**config.mk**
```make
export PLATFORM = sky130hd
export DESIGN_NAME = pwr_dom_sequencer
export DESIGN_NICKNAME = d
export VERILOG_FILES = /design/src/rtl/pds_pkg.sv /design/src/rtl/pds_step_rom.sv /design/src/rtl/pds_ack_eval.sv /design/src/rtl/pds_wait_timer.sv /design/src/rtl/pds_dom_bank.sv /design/src/rtl/pwr_dom_sequencer.sv
export SDC_FILE = /design/constraint.sdc
export NUM_CORES = 1
export LEC_CHECK = 0
export BUFFER_PORTS_ARGS = -buffer_cell sky130_fd_sc_hd__buf_2
export CAP_MARGIN = 0
export CORE_MARGIN = 10
export CORE_UTILIZATION = 45
export CTS_BUF_LIST = sky130_fd_sc_hd__clkbuf_2
export DETAILED_ROUTE_END_ITERATION = 8
export MAX_ROUTING_LAYER = met4
export PLACE_DENSITY_LB_ADDON = 0.12
export SYNTH_ARGS = -nofsm -noshare
export SYNTH_HDL_FRONTEND = slang
export SYNTH_SLANG_ARGS = --single-unit
```
**constraint.sdc**
```tcl
create_clock -name clk -period 6.11 [get_ports clk]
set_input_delay 0.3055 -clock clk [delete_from_list [all_inputs] [get_ports clk]]
set_output_delay 0.3055 -clock clk [all_outputs]
set_load 0.02 [all_outputs]
```
**src/rtl/pds_pkg.sv**
```systemverilog
// Package: shared field codes, wait codes and the step record used by the
// power-domain sequencer. Assumes a 7-bit control word per domain.
package pds_pkg;

    localparam int CW_W     = 7;
    localparam int B_RSTB   = 0;
    localparam int B_ISO    = 1;
    localparam int B_ON     = 2;
    localparam int B_ON2    = 3;
    localparam int B_CLKDIS = 4;
    localparam int B_SCKISO = 5;
    localparam int B_SISOB  = 6;
    localparam int STEP_W   = 4;

    localparam logic [CW_W-1:0] CW_RESET = 7'b0110010;

    typedef enum logic [3:0] {
        FLD_NONE, FLD_ON, FLD_RSTB, FLD_ISO, FLD_CLKDIS,
        FLD_SCKISO, FLD_SISOB, FLD_L1PDN, FLD_SPDN
    } fld_e;

    typedef enum logic [1:0] {
        WT_NONE, WT_PWR, WT_L1, WT_SRAM
    } wt_e;

    typedef struct packed {
        logic        is_wait;
        fld_e        fld;
        wt_e         wt;
        logic        val;
    } step_t;

    function automatic step_t mk_act(fld_e f, logic v);
        step_t s;
        s.is_wait = 1'b0;
        s.fld     = f;
        s.wt      = WT_NONE;
        s.val     = v;
        return s;
    endfunction

    function automatic step_t mk_wait(wt_e w, logic v);
        step_t s;
        s.is_wait = 1'b1;
        s.fld     = FLD_NONE;
        s.wt      = w;
        s.val     = v;
        return s;
    endfunction

endpackage

```
**src/rtl/pds_step_rom.sv**
```systemverilog
// Step table: maps (kind, direction, step index) to one action or wait.
// Assumes step indices start at 0 and that 'last' marks the final entry.
module pds_step_rom
    import pds_pkg::*;
(
    input  logic              is_cpu,
    input  logic              is_up,
    input  logic [STEP_W-1:0] idx,
    output step_t             act,
    output logic              last
);

    // Select the step record for the current sequence position.
    always_comb begin
        act  = mk_wait(WT_NONE, 1'b0);
        last = 1'b0;
        unique case ({is_cpu, is_up})
            2'b01: begin
                last = (idx == 4'd6);
                case (idx)
                    4'd0: act = mk_act(FLD_ON, 1'b1);
                    4'd1: act = mk_wait(WT_PWR, 1'b1);
                    4'd2: act = mk_act(FLD_CLKDIS, 1'b0);
                    4'd3: act = mk_act(FLD_ISO, 1'b0);
                    4'd4: act = mk_act(FLD_RSTB, 1'b1);
                    4'd5: act = mk_act(FLD_SPDN, 1'b0);
                    4'd6: act = mk_wait(WT_SRAM, 1'b0);
                    default: act = mk_wait(WT_NONE, 1'b0);
                endcase
            end
            2'b00: begin
                last = (idx == 4'd6);
                case (idx)
                    4'd0: act = mk_act(FLD_SPDN, 1'b1);
                    4'd1: act = mk_wait(WT_SRAM, 1'b1);
                    4'd2: act = mk_act(FLD_RSTB, 1'b0);
                    4'd3: act = mk_act(FLD_ISO, 1'b1);
                    4'd4: act = mk_act(FLD_CLKDIS, 1'b1);
                    4'd5: act = mk_act(FLD_ON, 1'b0);
                    4'd6: act = mk_wait(WT_PWR, 1'b0);
                    default: act = mk_wait(WT_NONE, 1'b0);
                endcase
            end
            2'b11: begin
                last = (idx == 4'd8);
                case (idx)
                    4'd0: act = mk_act(FLD_ON, 1'b1);
                    4'd1: act = mk_wait(WT_PWR, 1'b1);
                    4'd2: act = mk_act(FLD_ISO, 1'b0);
                    4'd3: act = mk_act(FLD_L1PDN, 1'b0);
                    4'd4: act = mk_wait(WT_L1, 1'b0);
                    4'd5: act = mk_act(FLD_SISOB, 1'b1);
                    4'd6: act = mk_act(FLD_SCKISO, 1'b0);
                    4'd7: act = mk_act(FLD_CLKDIS, 1'b0);
                    4'd8: act = mk_act(FLD_RSTB, 1'b1);
                    default: act = mk_wait(WT_NONE, 1'b0);
                endcase
            end
            default: begin
                last = (idx == 4'd8);
                case (idx)
                    4'd0: act = mk_act(FLD_RSTB, 1'b0);
                    4'd1: act = mk_act(FLD_CLKDIS, 1'b1);
                    4'd2: act = mk_act(FLD_SCKISO, 1'b1);
                    4'd3: act = mk_act(FLD_SISOB, 1'b0);
                    4'd4: act = mk_act(FLD_L1PDN, 1'b1);
                    4'd5: act = mk_wait(WT_L1, 1'b1);
                    4'd6: act = mk_act(FLD_ISO, 1'b1);
                    4'd7: act = mk_act(FLD_ON, 1'b0);
                    4'd8: act = mk_wait(WT_PWR, 1'b0);
                    default: act = mk_wait(WT_NONE, 1'b0);
                endcase
            end
        endcase
    end

endmodule

```
**src/rtl/pds_ack_eval.sv**
```systemverilog
// Acknowledge evaluator: decides whether the current wait is satisfied for
// the selected domain. The power wait needs both status vectors to agree.
module pds_ack_eval
    import pds_pkg::*;
#(
    parameter int N_DOM = 4,
    localparam int DOM_W = (N_DOM > 1) ? $clog2(N_DOM) : 1
) (
    input  logic [DOM_W-1:0] dom,
    input  wt_e              wt,
    input  logic             level,
    input  logic [N_DOM-1:0] pwr_ack_a,
    input  logic [N_DOM-1:0] pwr_ack_b,
    input  logic [N_DOM-1:0] l1_ack,
    input  logic [N_DOM-1:0] sram_ack,
    output logic             met
);

    logic a_bit, b_bit;

    // Pick the selected domain's status bits.
    always_comb begin
        a_bit = pwr_ack_a[dom];
        b_bit = pwr_ack_b[dom];
    end

    // Compare the selected acknowledge against the level the step wants.
    always_comb begin
        unique case (wt)
            WT_PWR:  met = level ? (a_bit & b_bit) : ~(a_bit | b_bit);
            WT_L1:   met = (l1_ack[dom] == level);
            WT_SRAM: met = (sram_ack[dom] == level);
            default: met = 1'b1;
        endcase
    end

endmodule

```
**src/rtl/pds_wait_timer.sv**
```systemverilog
// Wait timer: counts unmet cycles of one acknowledge wait and flags the
// cycle in which the bound is reached. A bound of 0 is treated as 1.
module pds_wait_timer #(
    parameter int TMO_W = 16
) (
    input  logic             clk,
    input  logic             rst_n,
    input  logic             run,
    input  logic [TMO_W-1:0] limit,
    output logic             expire
);

    logic [TMO_W-1:0] cnt;
    logic [TMO_W-1:0] lim_m1;

    // Last count value before expiry.
    always_comb lim_m1 = (limit == '0) ? '0 : (limit - 1'b1);

    // Expiry is reached when this unmet cycle is the bound-th one.
    always_comb expire = run && (cnt >= lim_m1);

    // Count unmet wait cycles; restart whenever no wait is pending.
    always_ff @(posedge clk) begin
        if (!rst_n || !run) cnt <= '0;
        else                cnt <= cnt + 1'b1;
    end

endmodule

```
**src/rtl/pds_dom_bank.sv**
```systemverilog
// Domain register bank: holds every domain's control word and memory
// power-down requests and applies one field write per cycle.
module pds_dom_bank
    import pds_pkg::*;
#(
    parameter int N_DOM = 4,
    localparam int DOM_W = (N_DOM > 1) ? $clog2(N_DOM) : 1
) (
    input  logic                  clk,
    input  logic                  rst_n,
    input  logic                  wr_en,
    input  logic [DOM_W-1:0]      wr_dom,
    input  fld_e                  wr_fld,
    input  logic                  wr_val,
    output logic [CW_W*N_DOM-1:0] dom_ctrl,
    output logic [N_DOM-1:0]      l1_pdn,
    output logic [N_DOM-1:0]      sram_pdn
);

    for (genvar d = 0; d < N_DOM; d++) begin : g_dom
        logic [CW_W-1:0] cw_q;
        logic            l1_q;
        logic            sp_q;
        logic            hit;

        // Decode whether this domain is the write target.
        always_comb hit = wr_en && (wr_dom == DOM_W'(d));

        // Update one field of this domain's state on a targeted write.
        always_ff @(posedge clk) begin
            if (!rst_n) begin
                cw_q <= CW_RESET;
                l1_q <= 1'b1;
                sp_q <= 1'b1;
            end else if (hit) begin
                unique case (wr_fld)
                    FLD_ON: begin
                        cw_q[B_ON]  <= wr_val;
                        cw_q[B_ON2] <= wr_val;
                    end
                    FLD_RSTB:   cw_q[B_RSTB]   <= wr_val;
                    FLD_ISO:    cw_q[B_ISO]    <= wr_val;
                    FLD_CLKDIS: cw_q[B_CLKDIS] <= wr_val;
                    FLD_SCKISO: cw_q[B_SCKISO] <= wr_val;
                    FLD_SISOB:  cw_q[B_SISOB]  <= wr_val;
                    FLD_L1PDN:  l1_q           <= wr_val;
                    FLD_SPDN:   sp_q           <= wr_val;
                    default: ;
                endcase
            end
        end

        // Drive this domain's slice of the output buses.
        always_comb begin
            dom_ctrl[d*CW_W +: CW_W] = cw_q;
            l1_pdn[d]                = l1_q;
            sram_pdn[d]              = sp_q;
        end
    end

endmodule

```
**src/rtl/pwr_dom_sequencer.sv**
```systemverilog
// Power-domain sequencer top: accepts one request at a time, walks the
// step table for the chosen kind and direction, applies one action per
// cycle, bounds each acknowledge wait and reports done or timeout.
module pwr_dom_sequencer
    import pds_pkg::*;
#(
    parameter int N_DOM = 4,
    parameter int TMO_W = 16,
    localparam int DOM_W = (N_DOM > 1) ? $clog2(N_DOM) : 1
) (
    input  logic                  clk,
    input  logic                  rst_n,
    input  logic                  req_valid,
    input  logic                  req_up,
    input  logic                  req_cpu,
    input  logic [DOM_W-1:0]      req_dom,
    input  logic [TMO_W-1:0]      tmo_limit,
    input  logic [N_DOM-1:0]      pwr_ack_a,
    input  logic [N_DOM-1:0]      pwr_ack_b,
    input  logic [N_DOM-1:0]      l1_ack,
    input  logic [N_DOM-1:0]      sram_ack,
    output logic [CW_W*N_DOM-1:0] dom_ctrl,
    output logic [N_DOM-1:0]      l1_pdn,
    output logic [N_DOM-1:0]      sram_pdn,
    output logic                  busy,
    output logic                  done,
    output logic                  tmo_err
);

    logic [DOM_W-1:0]  dom_q;
    logic              up_q;
    logic              cpu_q;
    logic [STEP_W-1:0] step_q;
    step_t             act;
    logic              last;
    logic              met;
    logic              wait_run;
    logic              expire;
    logic              dom_ok;
    logic              advance;

    pds_step_rom u_rom (
        .is_cpu (cpu_q),
        .is_up  (up_q),
        .idx    (step_q),
        .act    (act),
        .last   (last)
    );

    pds_ack_eval #(.N_DOM(N_DOM)) u_ack (
        .dom       (dom_q),
        .wt        (act.wt),
        .level     (act.val),
        .pwr_ack_a (pwr_ack_a),
        .pwr_ack_b (pwr_ack_b),
        .l1_ack    (l1_ack),
        .sram_ack  (sram_ack),
        .met       (met)
    );

    pds_wait_timer #(.TMO_W(TMO_W)) u_tmr (
        .clk    (clk),
        .rst_n  (rst_n),
        .run    (wait_run),
        .limit  (tmo_limit),
        .expire (expire)
    );

    pds_dom_bank #(.N_DOM(N_DOM)) u_bank (
        .clk      (clk),
        .rst_n    (rst_n),
        .wr_en    (busy && !act.is_wait),
        .wr_dom   (dom_q),
        .wr_fld   (act.fld),
        .wr_val   (act.val),
        .dom_ctrl (dom_ctrl),
        .l1_pdn   (l1_pdn),
        .sram_pdn (sram_pdn)
    );

    // Validate the requested index against the domain count.
    always_comb dom_ok = ({1'b0, req_dom} < (DOM_W+1)'(N_DOM));

    // Classify the current step: a pending wait or a step that finishes now.
    always_comb begin
        wait_run = busy && act.is_wait && !met;
        advance  = busy && (!act.is_wait || met);
    end

    // Sequence control: accept, step, finish or abort on timeout.
    always_ff @(posedge clk) begin
        if (!rst_n) begin
            busy    <= 1'b0;
            done    <= 1'b0;
            tmo_err <= 1'b0;
            dom_q   <= '0;
            up_q    <= 1'b0;
            cpu_q   <= 1'b0;
            step_q  <= '0;
        end else begin
            done <= 1'b0;
            if (!busy) begin
                if (req_valid && dom_ok) begin
                    busy    <= 1'b1;
                    tmo_err <= 1'b0;
                    dom_q   <= req_dom;
                    up_q    <= req_up;
                    cpu_q   <= req_cpu;
                    step_q  <= '0;
                end
            end else if (advance) begin
                if (last) begin
                    busy <= 1'b0;
                    done <= 1'b1;
                end else begin
                    step_q <= step_q + 1'b1;
                end
            end else if (expire) begin
                busy    <= 1'b0;
                tmo_err <= 1'b1;
            end
        end
    end

endmodule

```
==> flow_summary.ini <==
[status]
outcome = finished clean

[timing]
max_slew.worst_pin.slew_ns = 0.787
period_share_pct = 60.0
drv_slew = 0
clock_skew_ns = 0.0650
setup_viol = 0
finalHoldViolations = 0
grt_setup_unrepaired = false
holdWs_ns = 0.192
max-slew-margin-rel_pct = 47.4
max_freq_mhz = 273
min_period_ns = 3.67
fin_setup_tns_ns = 0

[floorplan]
io_pins = 78
fp-row-count = 35
die_w_um = 118
initial_core_util_pct = 46.6
core_area_um2 = 9330
fp.dieArea_um2 = 14000
die_height_um = 118

[worst_setup_path]
cp-startpoint = step_q[2]
path_common_cell = mux2i_1
r2r_slack_ns = 2.44
r2r-start = step_q[2]
cp-start-kind = flop
critPathSlowestCell = dfxtp_1
required_ns = 6.54
endpoint_kind = flop
slowest_delay_ns = 0.88
worstSetupPathType = flop to flop
reg2regPathDepth = 12
crit_chain = mux2i_1 -> o2bb2ai_1 -> mux2i_1 -> mux2i_1 -> a211oi_2 -> nand2_2 -> xnor2_1 -> nor2_1 -> inv_1 -> ha_1 -> and3_2 -> a221o_1
arrival_ns = 4.10
crit_fanout = 23

[clock_network]
clock_sinks = 73
h-tree-depth = 3
clk_latency_ns = 0.54
clk_pin_slew_ns = 0.22
cts_buffers = 9
cts-root-buf = clkbuf_2
tritoncts = yes
clk_path_buf_depth = 2
post-cts-setup-buffer-count = 0
cts-resized-gates = 0
holdBufCountCts = 4

[synthesis]
synth_edf_count = 0
syn_avg_cell_area_um2 = 8.42
ys_seq_area_share_pct = 33.6
synth-async-reset-ratio_pct = 0
yosysTopAreaCell = dfxtp_1
synth_most_common_cell = nand2_1
ys.flop_type = dfxtp_1
ys_types = 70
ys_top_cells_by_area = dfxtp_1 (34%), ha_1 (8.1%), nand2_1 (7.3%), nor2_1 (4.4%), o211ai_1 (2.9%)
synth_nets = 583
ys_seq_elements = 73
synth_cells = 516
synthesis.area_um2 = 4350
synth_top_area_share_pct = 33.6
ys_top_cells_by_count = nand2_1 (84), dfxtp_1 (73), nor2_1 (51)
yosys_warnings = 0

[placement]
gp_congestion = 0.844
placed_area_um2 = 4710
place_inst = 690
port_buffers = 77
hpwl_um = 8180

[global_route]
antenna_found_initial = 1
grt_start_max_net_pins = 31
grt_pass1_wl_um = 18000
grt_overflow_total = 0
grt_use_met2_pct = 25.0
grtUsageMet3_pct = 3.09
grt_pass1_vias = 3794
gr-usage-met1_pct = 19.3
grt.busiest_layer = met2
track_usage_pct = 15.6

[cells_and_area]
syn_to_final_growth_pct = 11.8
fin_util_pct = 52.1
layout-drive-gt1-share_pct = 21.9
final_area_um2 = 4860
layout.nets = 643
fin_cells = 711

[detailed_routing]
avgRoutedWirePerCell_um = 14.9
drc = 0
via_per_inst = 5.32
firstDrtPassIters = 4
vias = 3782
final_antenna_net_count = 0
drtIter0Drc = 164
wl_um = 10600

[flow_run]
drv_cap = 0

[power_and_ir_drop]
p_per_area_nw_per_um2 = 197
p_leak_nw = 2.10
vdd_drop_max_mv = 0.0960

[worst_hold_path]
min_from = rst_n
hp-class = input pin to flop
-- how the worst min path moves through the flow --
stage                                   end  slack [ns]  depth (start not counted)
finish              u_bank.g_dom[1].cw_q[5]        0.19                          2
global route        u_bank.g_dom[2].cw_q[5]        0.15                          2
CTS                 u_bank.g_dom[1].cw_q[5]        0.15                          2
detailed placement  u_bank.g_dom[3].cw_q[4]        0.47                          2
global placement       u_bank.g_dom[0].l1_q        0.46                          2
floorplan                      u_tmr.cnt[0]        0.44                          1
-- per-stage QoR --
| step | setup WS (ns) | total power (W) |
|---|---|---|
| floorplan | 2.72 | 0.000651 |
| global route | 2.07 | 0.00102 |
| global placement | 2.30 | 0.000703 |
| finish | 2.44 | 0.000958 |
| CTS | 2.45 | 0.000969 |
| detailed placement | 2.08 | 0.000706 |
-- logic make-up (layout without fill, tap and decap cells) --
family	Yosys count	count (layout)	synth area share (%)
DFF	73	73	33.6
and+or+nand+nor	216	216	23.5
AOI/OAI and AO/OA	98	98	16.7
xor gates and xnor gates	27	27	5.44
adders and majority gates	28	28	8.06
muxes	20	20	6.39
other	0	1	0
buffers and inverters	54	119	6.25
-- final cells by class --
class / instances / area (µm²)
clock buffers: 9 / 45.0
fillers: 913 / 4470
clock inverters: 7 / 60.1
flip-flops and latches: 73 / 1460
inverters: 20 / 75.1
diodes: 1 / 2.50
multi-input cells: 389 / 2610
repair buffers: 83 / 440
well taps: 129 / 161
-- critical path: cells and delay by family (launching register included) --
family,cells,cell delay [ns]
compound gates,3,0.89
flops,1,0.88
mux,3,0.68
simple gates,3,0.57
fa+ha+maj,1,0.26
xor+xnor,1,0.18
buf+inv,1,0.13
-- power breakdown --
group	switching, W	internal, W
Clock	0.000198	0.0000603
Combinational	0.000118	0.0000763
Sequential	0.0000138	0.000491
Total	0.000330	0.000628
-- layer usage --
layer / routed length [µm] / share of wire (%)
met5: 0 / 0
met4: 176 / 1.7
met1: 5110 / 48
met2: 4950 / 47
met3: 373 / 3.5
-- cells in the final DEF, fill, tap and decap left out, types with 5 or more instances in the layout --
| cell type | n |
|---|---|
| nor2_1 | 51 |
| o21ai_0 | 10 |
| ha_1 | 28 |
| dfxtp_1 | 73 |
| and2_1 | 5 |
| o211ai_1 | 17 |
| and3_1 | 8 |
| xnor2_1 | 13 |
| a311oi_1 | 8 |
| nand4_1 | 6 |
| a21oi_1 | 23 |
| a211oi_1 | 5 |
| nor3_1 | 10 |
| clkbuf_2 | 9 |
| nor4_1 | 5 |
| mux2i_1 | 9 |
| buf_2 | 77 |
| nand2_1 | 84 |
| a21o_1 | 5 |
| inv_1 | 19 |
| nor2b_1 | 5 |
| nand3_1 | 15 |
| mux2_2 | 5 |
| or3_1 | 6 |
| xor2_1 | 14 |
(Power assumes the default switching activity.)
